`src/rtl/crc16_pkg.sv`:
```
package crc16_pkg;

   // Register map of the engine
   typedef enum logic [1:0] {
      RA_CTRL   = 2'd0,
      RA_DATA   = 2'd1,
      RA_RESULT = 2'd2,
      RA_SPARE  = 2'd3
   } reg_addr_e;

   localparam int unsigned ADDR_W = 2;

endpackage

```
`src/rtl/crc_byte_fold.sv`:
```
// Folds FOLD_W data bits into a CRC state in one combinational step.
module crc_byte_fold #(
   parameter int unsigned           CRC_W     = 16,
   parameter int unsigned           FOLD_W    = 8,
   parameter logic [CRC_W-1:0]      POLY      = 16'h8408,
   parameter bit                    LSB_FIRST = 1'b1
) (
   input  logic [CRC_W-1:0]  state_i,
   input  logic [FOLD_W-1:0] data_i,
   output logic [CRC_W-1:0]  state_o
);

   if (FOLD_W == 0 || FOLD_W > CRC_W) begin : g_bad_fold
      $error("crc_byte_fold: FOLD_W must be 1..CRC_W");
   end

   if (LSB_FIRST) begin : g_reflected
      always_comb begin
         logic [CRC_W-1:0] s;
         logic             fb;
         s = state_i;
         for (int i = 0; i < FOLD_W; i++) begin
            fb = s[0] ^ data_i[i];
            s  = s >> 1;
            if (fb) s = s ^ POLY;
         end
         state_o = s;
      end
   end else begin : g_normal
      always_comb begin
         logic [CRC_W-1:0] s;
         logic             fb;
         s = state_i;
         for (int i = 0; i < FOLD_W; i++) begin
            fb = s[CRC_W-1] ^ data_i[FOLD_W-1-i];
            s  = s << 1;
            if (fb) s = s ^ POLY;
         end
         state_o = s;
      end
   end

endmodule

```
`src/rtl/crc_sat_count.sv`:
```
// Saturating up-counter with synchronous clear.
module crc_sat_count #(
   parameter int unsigned W = 12
) (
   input  logic         clk,
   input  logic         rst_n,
   input  logic         clr,
   input  logic         inc,
   output logic [W-1:0] count
);

   localparam logic [W-1:0] CNT_MAX = '1;

   if (W == 0) begin : g_bad_w
      $error("crc_sat_count: W must be nonzero");
   end

   always_ff @(posedge clk or negedge rst_n) begin
      if (!rst_n) begin
         count <= '0;
      end else if (clr) begin
         count <= '0;
      end else if (inc && count != CNT_MAX) begin
         count <= count + 1'b1;
      end
   end

endmodule

```
`src/rtl/crc_read_mux.sv`:
```
// Read-side register select, with the status fields zero-extended.
module crc_read_mux #(
   parameter int unsigned REG_W = 16,
   parameter int unsigned CRC_W = 16,
   parameter int unsigned CNT_W = 12
) (
   input  crc16_pkg::reg_addr_e addr,
   input  logic [CNT_W-1:0]     count,
   input  logic [CRC_W-1:0]     result,
   output logic [REG_W-1:0]     rdata
);

   import crc16_pkg::*;

   localparam int unsigned CNT_PAD = REG_W - CNT_W;
   localparam int unsigned CRC_PAD = REG_W - CRC_W;

   logic [REG_W-1:0] ctrl_view;
   logic [REG_W-1:0] result_view;

   if (CNT_PAD > 0) begin : g_cnt_pad
      assign ctrl_view = {{CNT_PAD{1'b0}}, count};
   end else begin : g_cnt_full
      assign ctrl_view = count;
   end

   if (CRC_PAD > 0) begin : g_crc_pad
      assign result_view = {{CRC_PAD{1'b0}}, result};
   end else begin : g_crc_full
      assign result_view = result;
   end

   always_comb begin
      unique case (addr)
         RA_CTRL:   rdata = ctrl_view;
         RA_RESULT: rdata = result_view;
         default:   rdata = '0;
      endcase
   end

endmodule

```
`src/rtl/crc16_engine.sv`:
```
// Register-mapped incremental CRC accumulator.
module crc16_engine #(
   parameter int unsigned      REG_W     = 16,
   parameter int unsigned      CRC_W     = 16,
   parameter int unsigned      CNT_W     = 12,
   parameter int unsigned      IN_W      = 12,
   parameter int unsigned      FOLD_W    = 8,
   parameter logic [CRC_W-1:0] POLY      = 16'h8408,
   parameter logic [CRC_W-1:0] PRESET    = 16'hFFFF,
   parameter logic [CRC_W-1:0] XOROUT    = 16'hFFFF,
   parameter bit               LSB_FIRST = 1'b1
) (
   input  logic             clk,
   input  logic             rst_n,
   input  logic             wr_en,
   input  logic [1:0]       addr,
   input  logic [REG_W-1:0] wdata,
   output logic [REG_W-1:0] rdata
);

   import crc16_pkg::*;

   localparam int unsigned CLR_BIT = REG_W - 1;

   if (REG_W < CRC_W) begin : g_bad_reg
      $error("crc16_engine: REG_W must hold the CRC");
   end
   if (REG_W <= CNT_W) begin : g_bad_cnt
      $error("crc16_engine: count field overlaps the clear bit");
   end
   if (IN_W < FOLD_W || IN_W > REG_W) begin : g_bad_in
      $error("crc16_engine: FOLD_W <= IN_W <= REG_W required");
   end

   reg_addr_e        sel;
   logic             do_clear;
   logic             do_feed;
   logic [IN_W-1:0]  in_field;
   logic [CRC_W-1:0] acc;
   logic [CRC_W-1:0] acc_next;
   logic [CNT_W-1:0] cnt;

   assign sel      = reg_addr_e'(addr);
   assign do_clear = wr_en && (sel == RA_CTRL) && wdata[CLR_BIT];
   assign do_feed  = wr_en && (sel == RA_DATA);
   assign in_field = wdata[IN_W-1:0];

   crc_byte_fold #(
      .CRC_W     (CRC_W),
      .FOLD_W    (FOLD_W),
      .POLY      (POLY),
      .LSB_FIRST (LSB_FIRST)
   ) u_fold (
      .state_i (acc),
      .data_i  (in_field[FOLD_W-1:0]),
      .state_o (acc_next)
   );

   always_ff @(posedge clk or negedge rst_n) begin
      if (!rst_n) begin
         acc <= PRESET;
      end else if (do_clear) begin
         acc <= PRESET;
      end else if (do_feed) begin
         acc <= acc_next;
      end
   end

   crc_sat_count #(
      .W (CNT_W)
   ) u_count (
      .clk   (clk),
      .rst_n (rst_n),
      .clr   (do_clear),
      .inc   (do_feed),
      .count (cnt)
   );

   crc_read_mux #(
      .REG_W (REG_W),
      .CRC_W (CRC_W),
      .CNT_W (CNT_W)
   ) u_rmux (
      .addr   (sel),
      .count  (cnt),
      .result (acc ^ XOROUT),
      .rdata  (rdata)
   );

endmodule

```
`config.mk`:
```
export PLATFORM = sky130hd
export DESIGN_NAME = crc16_engine
export DESIGN_NICKNAME = d
export VERILOG_FILES = /design/src/rtl/crc16_pkg.sv /design/src/rtl/crc_byte_fold.sv /design/src/rtl/crc_sat_count.sv /design/src/rtl/crc_read_mux.sv /design/src/rtl/crc16_engine.sv
export SDC_FILE = /design/constraint.sdc
export NUM_CORES = 1
export LEC_CHECK = 0
export BUFFER_PORTS_ARGS = -buffer_cell sky130_fd_sc_hd__buf_4
export CORE_MARGIN = 1.5
export CORE_UTILIZATION = 54
export CTS_CLUSTER_SIZE = 24
export DETAILED_ROUTE_END_ITERATION = 10
export PLACE_DENSITY = 0.78
export SYNTH_ARGS = -nofsm -noshare
export SYNTH_HDL_FRONTEND = slang
export SYNTH_SLANG_ARGS = --single-unit
```
`constraint.sdc`:
```
create_clock -name clk -period 1.86 [get_ports clk]
set_input_delay 0.372 -clock clk [delete_from_list [all_inputs] [get_ports clk]]
set_output_delay 0.372 -clock clk [all_outputs]
set_load 0.005 [all_outputs]
```
==> summary.txt <==
Starting Density: 0.569
Clock buffer count from CTS: 3
Floorplan die height: 59.7 µm
Fin Setup TNS: 0 ns
Period Utilization, post-route: 0.918
Layout overhead on the synthesized area: 20.3%
Commonest register cell after synthesis: sky130_fd_sc_hd__dfstp_2
Synthesized netlist net count: 198
Area of the core: 3050 µm²
Pins Over Slew Limit: 0
Max capacitance violation total: 0
Worst max-slew margin expressed relative to the limit: 0.681
Library cells used by synthesis: 44
Portion of the post-synthesis area used by sequential elements: 0.415
Count of final setup violators: 0
Final hold violation count: 0
Top achievable clock speed: 0.585 GHz
TritonCTS clock tree: built
Via density: 5.65
Fraction of synthesis flops using an asynchronous set or reset pin: 1.00
Class of the worst hold path: input port to flip-flop
Run status: finished, final reports clean
Area of the mapped netlist: 1740 µm²
Number of global-route vias before repair: 1361
Fillcell total: 248
Starting DRC count in detailed routing: 58
Number of warnings reported in the yosys synthesis log: 0
Number of remaining DRC errors: 0
Count of antenna-violating nets left after detailed routing: 0
Worst-case clock skew: 0.00861 ns
Mean area per synthesized cell: 9.87 µm²
Clk slew on worst S/H paths: 0.15 ns
Area of all placed cells without fillers: 2090 µm²
Post-layout min period: 1.71 ns
Top-Level Pins: 37
Via count of the routed design: 1425
Total global routing track utilization: 0.250
Antenna violations before repair: 0
First-pass iteration count of the detailed router: 4
Kind of launch point of the worst setup path: flip-flop
Largest net degree at the start of global routing: 29
Detailed-placement wirelength estimate: 2890 µm
Clock Sink Count: 28
Number of nets in the finished design: 231
Top cells by area, synth: sky130_fd_sc_hd__dfstp_2 (24%), sky130_fd_sc_hd__dfrtp_1 (17%), sky130_fd_sc_hd__xnor2_1 (9.1%), sky130_fd_sc_hd__nor2_1 (4.5%), sky130_fd_sc_hd__mux2i_1 (4.0%)
Global placer's final weighted congestion: 0.826
Largest fanout on the critical path: 3
Global-route wire length before repair: 6620 µm
Number of register bits inferred by synthesis: 28
Number of port buffers: 29
Htree depth: 1
Total leakage power: 0.000917 µW
Global-route congestion overflow total: 0
Critical Path End Type: output pin
Pwr Density: 1280 nW/µm²
Floorplan row count: 20
Number of instances in the placed design: 247
Inserted Diodes: 0
Post-Synthesis Cells: 176
Post-DP Area: 2020 µm²
Horizontal die dimension: 59.7 µm
EDFF count, synth: 0
Layout cells sized above 1: 0.313
Largest voltage drop on the vdd net: 0.755 mV
Most common library cells after synthesis: sky130_fd_sc_hd__nor2_1 (21), sky130_fd_sc_hd__xnor2_1 (18), sky130_fd_sc_hd__dfstp_2 (16), sky130_fd_sc_hd__dfrtp_1 (12), sky130_fd_sc_hd__nand2_1 (10)
Cell with the most instances after synthesis: sky130_fd_sc_hd__nor2_1
Number of non-filler instances in the completed layout: 252
WP data required: 1.49 ns
Wire length per cell: 15.6 µm
Clock latency at the later pin of the worst-skew pair: 0.34 ns
Cell taking the most area after synthesis: sky130_fd_sc_hd__dfstp_2
Root buf cell: sky130_fd_sc_hd__clkbuf_4
Critical path class: flip-flop to output pin
Full die area: 3570 µm²
Worst-Margin Slew: 0.476 ns
Worst-case clock buffer depth: 2
Fraction of post-synthesis cell area in the top cell type by area: 0.242
Unrepaired setup endpoints after global routing: false
Arrival time at the worst endpoint: 1.34 ns
Total wire length: 3930 µm
layout make-up:
class                      count  area (µm²)  share of cell area
sequential                    28         721               0.345
multi-input combinational    132         956               0.457
timing repair buffer          37         280               0.134
tap                           44        55.1              0.0263
clock buffer                   3        22.5              0.0108
inverter                       7        26.3              0.0126
clock inverter                 1        30.0              0.0144
layout by cell type (no fill, tap or decap), types with 2 or more instances in the layout:
| master | count |
|---|---|
| sky130_fd_sc_hd__mux2i_1 | 7 |
| sky130_fd_sc_hd__dfstp_2 | 16 |
| sky130_fd_sc_hd__nor3_1 | 2 |
| sky130_fd_sc_hd__nand4_1 | 2 |
| sky130_fd_sc_hd__o21ai_1 | 4 |
| sky130_fd_sc_hd__o21ai_0 | 2 |
| sky130_fd_sc_hd__nand2_1 | 10 |
| sky130_fd_sc_hd__o211ai_1 | 5 |
| sky130_fd_sc_hd__nand2b_1 | 2 |
| sky130_fd_sc_hd__clkbuf_4 | 3 |
| sky130_fd_sc_hd__nand3_1 | 6 |
| sky130_fd_sc_hd__buf_4 | 36 |
| sky130_fd_sc_hd__o22a_1 | 7 |
| sky130_fd_sc_hd__xnor2_1 | 18 |
| sky130_fd_sc_hd__xnor2_2 | 2 |
| sky130_fd_sc_hd__xor2_1 | 5 |
| sky130_fd_sc_hd__inv_1 | 7 |
| sky130_fd_sc_hd__dfrtp_1 | 12 |
| sky130_fd_sc_hd__o31ai_1 | 3 |
| sky130_fd_sc_hd__a211oi_1 | 7 |
| sky130_fd_sc_hd__a21oi_1 | 8 |
| sky130_fd_sc_hd__nor2_1 | 21 |
per-stage QoR:
step                hold WS (ns)  setup slack (ns)   util  total power, µW
CTS                        0.399             0.121  0.683             2700
global route               0.408            0.0918  0.685             2860
floorplan                 0.0764             0.303      -             1950
finish                     0.404             0.152  0.685             2680
global placement           0.305             0.185  0.663             2250
detailed placement         0.308             0.159  0.663             2290
kinds of logic (layout without fill, tap and decap cells):
group,after synthesis,in the layout,share of synthesized area
AO/OA/AOI/OAI,43,43,0.180
XOR/XNOR,25,25,0.135
adder cells (fa/ha/maj),1,1,0.00720
buffers and inverters,16,48,0.0382
flip-flops,28,28,0.415
multiplexers,8,8,0.0468
AND/OR/NAND/NOR,55,55,0.179
worst max-delay path, stage by stage (launching register included):
cell and delay [ns]:
sky130_fd_sc_hd__dfstp_2 0.59, sky130_fd_sc_hd__inv_1 0.05, sky130_fd_sc_hd__mux2i_1 0.16, sky130_fd_sc_hd__nor2_1 0.07, sky130_fd_sc_hd__buf_4 0.14
metal layers:
layer | up-vias | routed length [µm] | global-route usage
li1 | 689 | - | -
met1 | 709 | 1770 | 0.362
met2 | 23 | 2000 | 0.387
met3 | 4 | 99 | 0.0260
met4 | 0 | 51 | 0.0921
met5 | - | 0 | 0
flip-flops by register name, summed over array words and instances (netlist names):
name and count:
acc 16, u_count.count 12
what timing repair did:
| item | CTS | global route |
|---|---|---|
| hold buffers | 1 | 0 |
| setup endpoints to repair | 0 | 2 |
| hold endpoints to repair | 12 | 0 |
| gates resized for setup | 0 | 1 |
| buffers inserted | 0 | 0 |
power by group:
part           switching (µW)  internal (µW)
sequential                208            917
clock                     183            218
combinational             538            616
total                     929           1750
path summary, 6_finish.rpt:
check,start,endpoint,slack [ns],depth (start not counted)
min in group asynchronous,rst_n,u_count.count[4],0.46,2
max in group asynchronous,rst_n,acc[3],1.08,2
max reg2reg,u_count.count[0],u_count.count[6],0.24,5
max,acc[7],rdata[7],0.15,4
min,wdata[3],acc[11],0.40,3
min reg2reg,acc[10],acc[10],0.53,2
No activity file was read; power rests on OpenSTA's default activity.
